<file path="config.mk">
export PLATFORM = sky130hd
export DESIGN_NAME = spi_phase_engine
export DESIGN_NICKNAME = d
export VERILOG_FILES = /design/src/rtl/spi_phase_pkg.sv /design/src/rtl/spi_next_phase.sv /design/src/rtl/spi_lane_map.sv /design/src/rtl/spi_phase_engine.sv
export SDC_FILE = /design/constraint.sdc
export NUM_CORES = 1
export LEC_CHECK = 0
export BUFFER_PORTS_ARGS = -buffer_cell sky130_fd_sc_hd__buf_2
export CAP_MARGIN = 5
export CORE_ASPECT_RATIO = 0.9
export CORE_MARGIN = 2
export CORE_UTILIZATION = 50
export DETAILED_ROUTE_END_ITERATION = 12
export GPL_TIMING_DRIVEN = 0
export PLACE_DENSITY = 0.7
export SLEW_MARGIN = 15
export SYNTH_ARGS = -nofsm -noshare
export SYNTH_HDL_FRONTEND = slang
export SYNTH_SLANG_ARGS = --single-unit
export TNS_END_PERCENT = 20
</file>
<file path="constraint.sdc">
create_clock -name clk -period 10.05 [get_ports clk]
set_input_delay 1.5075 -clock clk [delete_from_list [all_inputs] [get_ports clk]]
set_output_delay 1.5075 -clock clk [all_outputs]
set_load 0.01 [all_outputs]
</file>
<file path="src/rtl/spi_phase_pkg.sv">
package spi_phase_pkg;
    typedef enum logic [2:0] {
        ST_IDLE, ST_LOAD, ST_LOW, ST_HIGH, ST_TAIL, ST_FIN
    } st_e;

    // Phase order is behaviour: the sequencer walks these upwards.
    typedef enum logic [1:0] {
        PH_CMD  = 2'd0,
        PH_ADDR = 2'd1,
        PH_GAP  = 2'd2,
        PH_DATA = 2'd3
    } ph_e;
endpackage

</file>
<file path="src/rtl/spi_next_phase.sv">
module spi_next_phase
    import spi_phase_pkg::*;
(
    input  ph_e        cur,
    input  logic       from_start,
    input  logic [3:0] en,
    output logic       valid,
    output ph_e        nxt
);
    always_comb begin
        valid = 1'b0;
        nxt   = PH_CMD;
        for (int i = 3; i >= 0; i--) begin
            if (en[i] && (from_start || i > int'(cur))) begin
                valid = 1'b1;
                nxt   = ph_e'(2'(i));
            end
        end
    end
endmodule

</file>
<file path="src/rtl/spi_lane_map.sv">
module spi_lane_map #(
    parameter bit QUAD_EN = 1'b1
) (
    input  logic [1:0] lanes,
    input  logic [1:0] chk_lanes,
    input  logic [3:0] sh_top,
    input  logic [7:0] rxs,
    input  logic [3:0] sd_i,
    output logic [2:0] w,
    output logic [3:0] byte_cyc,
    output logic [3:0] data_o,
    output logic [3:0] data_oe,
    output logic [7:0] rxs_next,
    output logic       lanes_ok
);
    always_comb begin
        case (lanes)
            2'd1: begin
                w = 3'd2; byte_cyc = 4'd4;
                data_o = {2'b00, sh_top[3:2]}; data_oe = 4'b0011;
                rxs_next = {rxs[5:0], sd_i[1:0]};
            end
            2'd2: begin
                w = 3'd4; byte_cyc = 4'd2;
                data_o = sh_top; data_oe = 4'b1111;
                rxs_next = {rxs[3:0], sd_i};
            end
            default: begin
                w = 3'd1; byte_cyc = 4'd8;
                data_o = {3'b000, sh_top[3]}; data_oe = 4'b0001;
                rxs_next = {rxs[6:0], sd_i[1]};
            end
        endcase
    end

    generate
        if (QUAD_EN) begin : g_quad
            assign lanes_ok = (chk_lanes != 2'd3);
        end else begin : g_dual
            assign lanes_ok = (chk_lanes < 2'd2);
        end
    endgenerate
endmodule

</file>
<file path="src/rtl/spi_phase_engine.sv">
module spi_phase_engine
    import spi_phase_pkg::*;
#(
    parameter int CLK_DIV = 4,
    parameter int NUM_CS  = 5,
    parameter int SEL_W   = 3,
    parameter int LEN_W   = 16,
    parameter int GAP_W   = 8,
    parameter bit QUAD_EN = 1'b1
) (
    input  logic              clk,
    input  logic              rst_n,
    input  logic              start,
    input  logic [SEL_W-1:0]  cfg_sel,
    input  logic              cfg_cmd_en,
    input  logic [7:0]        cfg_cmd,
    input  logic [2:0]        cfg_addr_len,
    input  logic [31:0]       cfg_addr,
    input  logic [GAP_W-1:0]  cfg_gap_len,
    input  logic [LEN_W-1:0]  cfg_data_len,
    input  logic              cfg_read,
    input  logic [1:0]        cfg_lanes,
    output logic              busy,
    output logic              done,
    output logic              err,
    output logic              sclk,
    output logic [NUM_CS-1:0] cs_n,
    output logic [3:0]        sd_o,
    output logic [3:0]        sd_oe,
    input  logic [3:0]        sd_i,
    input  logic [7:0]        tx_data,
    input  logic              tx_valid,
    output logic              tx_ready,
    output logic [7:0]        rx_data,
    output logic              rx_valid,
    input  logic              rx_ready
);
    localparam int HALF  = CLK_DIV / 2;
    localparam int CW    = (HALF > 1) ? $clog2(HALF) : 1;
    localparam int CYC_W = (GAP_W > 6) ? GAP_W : 6;
    localparam logic [CW-1:0] HALF_M1 = CW'(HALF - 1);

    typedef struct packed {
        st_e               st;
        ph_e               ph;
        logic [CW-1:0]     cnt;
        logic [CYC_W-1:0]  cyc;
        logic [LEN_W-1:0]  bytes;
        logic [31:0]       sh;
        logic [7:0]        rxs;
        logic              need_tx;
        logic              sclk;
        logic [NUM_CS-1:0] cs_n;
        logic              busy;
        logic              done;
        logic              err;
        logic [7:0]        rx_data;
        logic              rx_valid;
        logic [SEL_W-1:0]  sel;
        logic              cmd_en;
        logic [7:0]        cmd;
        logic [2:0]        alen;
        logic [31:0]       addr;
        logic [GAP_W-1:0]  gap;
        logic [LEN_W-1:0]  dlen;
        logic              rd;
        logic [1:0]        lanes;
    } regs_t;

    regs_t q, d;

    logic [NUM_CS-1:0] cs_dec;
    logic              np_valid, lanes_ok, cfg_bad, enter;
    ph_e               np;
    logic [2:0]        w, sh_amt;
    logic [3:0]        byte_cyc, data_o, data_oe;
    logic [7:0]        rxs_next;
    logic [5:0]        addr_pad;
    logic              rx_on, rx_last, rx_free, active;

    generate
        for (genvar g = 0; g < NUM_CS; g++) begin : g_cs
            assign cs_dec[g] = (int'(cfg_sel) != g);
        end
    endgenerate

    spi_next_phase u_next (
        .cur        (q.ph),
        .from_start (q.st == ST_LOAD),
        .en         ({q.dlen != '0, q.gap != '0, q.alen != 3'd0, q.cmd_en}),
        .valid      (np_valid),
        .nxt        (np)
    );

    spi_lane_map #(.QUAD_EN(QUAD_EN)) u_lane (
        .lanes     (q.lanes),
        .chk_lanes (cfg_lanes),
        .sh_top    (q.sh[31:28]),
        .rxs       (q.rxs),
        .sd_i      (sd_i),
        .w         (w),
        .byte_cyc  (byte_cyc),
        .data_o    (data_o),
        .data_oe   (data_oe),
        .rxs_next  (rxs_next),
        .lanes_ok  (lanes_ok)
    );

    assign cfg_bad  = (int'(cfg_sel) >= NUM_CS) || (cfg_addr_len > 3'd4) || !lanes_ok;
    assign rx_on    = (q.ph == PH_DATA) && q.rd;
    assign rx_last  = rx_on && (q.cyc == CYC_W'(1));
    assign rx_free  = !q.rx_valid || rx_ready;
    assign sh_amt   = (q.ph == PH_DATA) ? w : 3'd1;
    assign addr_pad = {3'd4 - q.alen, 3'b000};
    assign active   = (q.st == ST_LOW) || (q.st == ST_HIGH);

    always_comb begin
        d       = q;
        d.done  = 1'b0;
        d.err   = 1'b0;
        enter   = 1'b0;
        if (q.rx_valid && rx_ready) d.rx_valid = 1'b0;
        case (q.st)
            ST_IDLE: if (start) begin
                if (cfg_bad) begin
                    d.err = 1'b1;
                end else begin
                    d.sel = cfg_sel;   d.cmd_en = cfg_cmd_en; d.cmd = cfg_cmd;
                    d.alen = cfg_addr_len; d.addr = cfg_addr; d.gap = cfg_gap_len;
                    d.dlen = cfg_data_len; d.rd = cfg_read; d.lanes = cfg_lanes;
                    d.cs_n = cs_dec;
                    d.busy = 1'b1;
                    d.st   = ST_LOAD;
                end
            end
            ST_LOAD: enter = 1'b1;
            ST_LOW: begin
                if (q.need_tx) begin
                    if (tx_valid) begin
                        d.sh      = {tx_data, 24'b0};
                        d.need_tx = 1'b0;
                        d.cnt     = '0;
                    end
                end else if (q.cnt == HALF_M1) begin
                    if (!(rx_last && !rx_free)) begin
                        d.sclk = 1'b1;
                        d.st   = ST_HIGH;
                        d.cnt  = '0;
                        if (rx_on) begin
                            d.rxs = rxs_next;
                            if (rx_last) begin
                                d.rx_data  = rxs_next;
                                d.rx_valid = 1'b1;
                            end
                        end
                    end
                end else begin
                    d.cnt = q.cnt + 1'b1;
                end
            end
            ST_HIGH: begin
                if (q.cnt == HALF_M1) begin
                    d.sclk = 1'b0;
                    d.cnt  = '0;
                    d.cyc  = q.cyc - 1'b1;
                    if (q.cyc > CYC_W'(1)) begin
                        d.sh = q.sh << sh_amt;
                        d.st = ST_LOW;
                    end else if (q.ph == PH_DATA && q.bytes > LEN_W'(1)) begin
                        d.bytes   = q.bytes - 1'b1;
                        d.cyc     = CYC_W'(byte_cyc);
                        d.need_tx = !q.rd;
                        d.st      = ST_LOW;
                    end else begin
                        enter = 1'b1;
                    end
                end else begin
                    d.cnt = q.cnt + 1'b1;
                end
            end
            ST_TAIL: begin
                if (q.cnt == HALF_M1) begin
                    d.cs_n = '1;
                    d.cnt  = '0;
                    d.st   = ST_FIN;
                end else begin
                    d.cnt = q.cnt + 1'b1;
                end
            end
            ST_FIN: begin
                d.busy = 1'b0;
                d.done = 1'b1;
                d.st   = ST_IDLE;
            end
            default: d.st = ST_IDLE;
        endcase

        if (enter) begin
            d.cnt = '0;
            if (np_valid) begin
                d.ph = np;
                d.st = ST_LOW;
                case (np)
                    PH_CMD:  begin d.sh = {q.cmd, 24'b0}; d.cyc = CYC_W'(8); end
                    PH_ADDR: begin d.sh = q.addr << addr_pad; d.cyc = CYC_W'({q.alen, 3'b000}); end
                    PH_GAP:  d.cyc = CYC_W'(q.gap);
                    default: begin
                        d.bytes   = q.dlen;
                        d.cyc     = CYC_W'(byte_cyc);
                        d.need_tx = !q.rd;
                        d.rxs     = 8'b0;
                    end
                endcase
            end else begin
                d.st = ST_TAIL;
            end
        end
    end

    always_ff @(posedge clk or negedge rst_n) begin
        if (!rst_n) begin
            q      <= '0;
            q.cs_n <= '1;
        end else begin
            q <= d;
        end
    end

    always_comb begin
        sd_o  = 4'b0;
        sd_oe = 4'b0;
        if (active) begin
            if (q.ph == PH_CMD || q.ph == PH_ADDR) begin
                sd_o  = {3'b000, q.sh[31]};
                sd_oe = 4'b0001;
            end else if (q.ph == PH_DATA && !q.rd) begin
                sd_o  = data_o;
                sd_oe = data_oe;
            end
        end
    end

    assign busy     = q.busy;
    assign done     = q.done;
    assign err      = q.err;
    assign sclk     = q.sclk;
    assign cs_n     = q.cs_n;
    assign tx_ready = (q.st == ST_LOW) && q.need_tx;
    assign rx_data  = q.rx_data;
    assign rx_valid = q.rx_valid;

    a_r3_single_select: assert property (@(posedge clk) disable iff (!rst_n)
        $countones(~q.cs_n) <= 1);
    a_r7_done_after_release: assert property (@(posedge clk) disable iff (!rst_n)
        $rose(&q.cs_n) |=> (q.done && !q.busy));
    a_r7_start_ignored: assert property (@(posedge clk) disable iff (!rst_n)
        (q.busy && start) |=> $stable(q.sel));
    a_r10_sclk_idle_low: assert property (@(posedge clk) disable iff (!rst_n)
        !q.busy |-> !q.sclk);
    a_r6_gap_quiet: assert property (@(posedge clk) disable iff (!rst_n)
        (active && q.ph == PH_GAP) |-> (sd_oe == 4'b0));
    a_r8_take_while_low: assert property (@(posedge clk) disable iff (!rst_n)
        tx_ready |-> !q.sclk);
    a_r9_rx_hold: assert property (@(posedge clk) disable iff (!rst_n)
        (q.rx_valid && !rx_ready) |=> (q.rx_valid && $stable(q.rx_data)));
    a_r4_refuse_quiet: assert property (@(posedge clk) disable iff (!rst_n)
        q.err |-> (!q.busy && &q.cs_n));
endmodule

</file>
# Yosys cells after proc, flatten, opt, wreduce, memory -nomap -nowiden
# Cells that the tools add are included.
dict set report classes {
  n_addsub 4
  n_div 0
  reduce_logical 44
  mux 86
  n_bitwise 3
  magnitude_cmp 7
  n_mul 0
  shift 2
  n_eq_ne 34
}
# op count
set ops {}
lappend ops {{32-bit one-hot mux with 2 select lines} 2}
lappend ops {{32-bit two-way mux} 3}
lappend ops {{24-bit two-way mux} 3}
lappend ops {{71-bit two-way mux} 1}
lappend ops {{65-bit two-way mux} 1}
lappend ops {{56-bit two-way mux} 1}
lappend ops {{8-bit two-way mux} 5}
lappend ops {{3-bit two-way mux} 11}
lappend ops {{32-bit by 3-bit left shift with 32-bit output} 1}
lappend ops {{32-bit by 6-bit left shift with 32-bit output} 1}
lappend ops {{1-bit two-way mux} 30}
lappend ops {{3-bit != test (second input constant)} 10}
lappend ops {{4-bit two-way mux} 6}
lappend ops {{4-bit one-hot mux with 2 select lines} 3}
lappend ops {{8-bit one-hot mux with 3 select lines} 1}
lappend ops {{2-bit != test (second input constant)} 9}
lappend ops {{16-bit by 1-bit greater-than comparator with 1-bit output (second input constant)} 1}
lappend ops {{16-bit two-way mux} 1}
lappend ops {{8-bit one-hot mux with 2 select lines} 1}
lappend ops {{16-bit nonzero test} 1}
lappend ops {{16-bit by 1-bit subtractor with 16-bit output (second input constant)} 1}
lappend ops {{3-bit one-hot mux with 5 select lines} 1}
lappend ops {{2-bit two-way mux} 6}
lappend ops {{6-bit two-way mux} 2}
lappend ops {{40 further kinds} 78}
dict set report word_totals {
  romBits 0
  elab_cells 203
  latchBits 0
  register_bits 160
  output_inout_bits 27
  mem_count 0
  in_bits 91
  mem_bits_rw 0
}

# Logic depth before layout (Yosys ltp)
dict set report depth {
  depth_word 12
  depth_mapped 13
  mapped_depth_nobuf 8
}

# Modules after synthesis
# From an unflattened synthesis, not the netlist that was laid out.
dict set report hier_totals {
  hier_cells 1009
  area_unflattened_um2 9905.8
}
# mod area_each_um2 cells_per_inst instances seq_area_each_um2
set by_module_without_submodules {}
lappend by_module_without_submodules {spi_phase_engine 9437.8 942 1 4010.1}
lappend by_module_without_submodules {spi_lane_map 376.6 52 1 0.0}
lappend by_module_without_submodules {spi_next_phase 91.3 15 1 0.0}

# Least setup slack after synthesis
# Ideal clock, no wire load.
dict set report synth_path {
  kind {reg-to-output}
  startpoint {register q[1] (netlist name)}
  endpoint {output sd_o[1]}
  setup_slack_ns 6.520
  t_required_ns 8.543
  stages_incl_launch_ff 8
  path_buffers 3
  arrival_time_ns 2.022
  cell_sequence {dfrtp_1 > inv_1 > ha_1 > buf_1 > clkbuf_1 > clkbuf_1 > a22oi_1 > nor4_1}
}
dict set report synth_via {
  elab_chain_cells 5
  elab_cells_between_ends 6
  cone_classes {eq/ne: 2; mux: 4}
}
# element line_no
set synth_lines {}
lappend synth_lines {{start, declared} spi_phase_engine.sv:70} ;# regs_t q, d;
lappend synth_lines {{2-bit == test / 2-bit by 1-bit == test with 1-bit output (equally long branches)} spi_lane_map.sv:17} ;# case (lanes)
lappend synth_lines {{4-bit one-hot mux with 2 select lines (*)} spi_lane_map.sv:17}
lappend synth_lines {{4-bit two-way mux (*)} spi_phase_engine.sv:236} ;# end else if (q.ph == PH_DATA && !q.rd) begin
lappend synth_lines {{4-bit two-way mux (*)} spi_phase_engine.sv:233} ;# if (q.ph == PH_CMD || q.ph == PH_ADDR) begin
lappend synth_lines {{4-bit two-way mux (*)} spi_phase_engine.sv:232} ;# if (active) begin
lappend synth_lines {{end, declared} spi_phase_engine.sv:28} ;# output logic [3:0] sd_o,
# Mark *: on every way between the ends. The rest lies on a longest branch, timed or not.

# Worst setup path after layout
# Same ends and word-level chain as after synthesis.

==> results.ini <==
[critical_path]
reg2reg_setup_slack_ps = 5770
crit_type = register to output pin
r2r-start = q[59]
rr_worst_depth = 12
cp_data_arrival_time_ps = 3210
crit_required_ps = 8540
crit_path_max_fanout = 10
start_kind = register
cp-end-kind = output pin
timing.rr.end = q[148]

[clocking]
cts.path.max_buffers = 2
clock_latency_ps = 440
postCtsSetupRepairBufs = 0
clock-sinks = 159
ctsResizeCount = 0
cts_hold_buf = 0
cts_root_buffer = clkbuf_16
cts_buffers = 17
htree_levels = 4
path_clk_slew_ps = 70
cts_tree = yes

[grt]
overflow = 0
grt_pass1_wl_microns = 44400
grt_pass1_vias = 8060
antenna_found_initial = 0
track_usage_pct = 28.3
grt_max_degree = 99

[worst_hold_path]
hold_end = rx_data[7]
min_path_cells = 2
hp-start = rx_data[7]
hold_class = register to register

[timing]
period_minus_slack_ps = 4720
post-route-period-util_pct = 47.0
worstMarginPinSlew_ps = 1130
rsz0062_at_grt = false
finalSetupTns_ps = 0
setup_viol = 0
relSlewSlack_pct = 23.9
hold_viol = 0
finClkSkew_ps = 11.0
hold_ws_ps = 483
fmax_ghz = 0.212
slew_violations = 0

[route]
drt-total-wl_microns = 27600
firstDrtPassIters = 5
drtIter0Drc = 900
via_per_inst = 6.14
num_vias = 8282
route.antenna.remaining_nets = 0
drc_errors = 0
wl_per_cell_microns = 20.4

[final_layout]
area_growth_pct = 16.0
final_util_pct = 58.6
stdcell_count = 1349
drive_gt1_share_pct = 28.2
final_cell_mix = 154 x dfrtp_1, 128 x buf_2, 95 x mux2_2
antenna_cells = 0
final_nets = 1186
final_common_cell = dfrtp_1

[synthesis]
yosysSeqAreaShare_pct = 41.4
synth_area_sq_um = 9620
synth_edf_count = 0
synth_cell_types = 74
syn-num-nets = 1049
synth-async-reset-ratio_pct = 100
syn-instance-count = 949
avgSynthCellArea_sq_um = 10.1
yosysWarnings = 0
synth-seq-cells = 159
synthFlopType = dfrtp_1

[placed_design]
portBuffers = 117
dp_hpwl_microns = 20400
gp_congestion = 0.939
dp.cells = 1317

[floorplanning]
start_util_pct = 50.5
ioPinCount = 118
die_y_microns = 136
core_region_area_sq_um = 19000
placementRows = 48
die_w_microns = 150
die_area_sq_um = 20400

[power]
power.share.clock_pct = 18.6
netSwitchingPower_mw = 1.59
ir_drop_v = 0.000176
leakage_nw = 4.89
p_int_mw = 2.04
seqPwrFrac_pct = 33.2
p_comb_share_pct = 48.1
sw_frac_of_total_pct = 43.9
p_per_area_nw_per_um2 = 326
power_mw = 3.63

[job]
drv_cap = 0

[run_status]
status = completed

[routing by layer]
| metal | part of all wire (%) | vias to the layer above | global-route usage [%] |
|---|---|---|---|
| met5 | 0 | - | 0 |
| met4 | 1.9 | 0 | 8.44 |
| met3 | 9.9 | 48 | 7.10 |
| met2 | 42 | 450 | 39.4 |
| met1 | 46 | 3986 | 43.2 |
| li1 | - | 3798 | - |
[stage by stage]
| stage | setup slack [ps] | instance area, sq um |
|---|---|---|
| finish | 5330 | 11200 |
| global placement | 5040 | 10500 |
| CTS | 5370 | 11200 |
| floorplan | 6520 | 9620 |
| detailed placement | 5850 | 10600 |
| global route | 5100 | 11200 |
[how the worst max path moves through the flow]
stage / startpoint / to / slack, ps
2_1_floorplan: q[1] / sd_o[1] / 6520
4_1_cts: q[1] / sd_o[1] / 5370
5_1_grt: q[1] / sd_o[1] / 5100
3_3_place_gp: rst_n / rx_data[3] / 5040
3_5_place_dp: q[1] / sd_o[1] / 5850
6_report: q[1] / sd_o[1] / 5330
[worst max-delay path, cell delays in order (launching register included)]
cell	delay, ps
dfrtp_1	410
inv_1	70
ha_1	220
buf_1	450
clkbuf_1	500
clkbuf_1	550
a22oi_1	180
nor4_1	210
buf_2	180
[final cells by class]
| type | instances | area (sq um) |
|---|---|---|
| multi-input cells | 693 | 5190 |
| flip-flops and latches | 159 | 3990 |
| clock buffers | 18 | 429 |
| plain buffers | 80 | 377 |
| repair buffers | 118 | 623 |
| inverters | 17 | 63.8 |
| fillers | 1628 | 7880 |
| well taps | 250 | 313 |
| clock inverters | 14 | 171 |
[logic make-up after synthesis]
family | count (synthesis) | synth area share, %
muxes | 167 | 20.7
xor gates and xnor gates | 17 | 1.55
buffers and inverters | 97 | 4.58
and+or+nand+nor | 278 | 15.1
adders and majority gates | 9 | 1.17
DFF | 159 | 41.4
AOI/OAI and AO/OA | 222 | 15.5
[cells in the mapped netlist, types with 4 or more instances]
| master | number | area [sq um] |
|---|---|---|
| buf_4 | 14 | 105 |
| mux4_2 | 16 | 360 |
| dfstp_2 | 5 | 131 |
| a31oi_1 | 12 | 75.1 |
| a221o_1 | 7 | 70.1 |
| mux2_2 | 95 | 1070 |
| nor4_1 | 10 | 62.6 |
| buf_2 | 12 | 60.1 |
| nand4_1 | 11 | 68.8 |
| a21oi_1 | 42 | 210 |
| ha_1 | 9 | 113 |
| dfrtp_1 | 154 | 3850 |
| nor3_1 | 17 | 85.1 |
| xor2_1 | 13 | 114 |
| nand3_1 | 39 | 195 |
| clkbuf_1 | 46 | 173 |
| xnor2_1 | 4 | 35.0 |
| mux2i_1 | 56 | 561 |
| a22oi_1 | 22 | 165 |
| nor2_1 | 53 | 199 |
| o21ai_0 | 66 | 330 |
| and3_1 | 8 | 50.1 |
| a22o_1 | 13 | 114 |
| o31ai_1 | 4 | 30.0 |
| buf_1 | 6 | 22.5 |
| o2bb2ai_1 | 9 | 78.8 |
| nand2b_1 | 12 | 75.1 |
| nand2_1 | 84 | 315 |
| a211oi_1 | 7 | 52.6 |
| o22ai_1 | 7 | 43.8 |
| nor2b_1 | 7 | 43.8 |
| a221oi_1 | 5 | 43.8 |
| inv_1 | 17 | 63.8 |
[flip-flops by register name, indices dropped and copies added (netlist names)]
register and flops:
err 1, cs_n 5, rx_valid 1, sclk 1, done 1, rx_data 8, q 141, busy 1
[power by group through the flow]
stage                     combinational, mW  clock, mW  sequential [mW]
after global routing                   1.92      0.712             1.24
after global placement                 1.68          0             1.20
after CTS                              1.72      0.684             1.20
after detailed placement               1.70          0             1.21
after floorplan                        1.29          0             1.10
final                                  1.75      0.676             1.21
(Power assumes the default switching activity.)
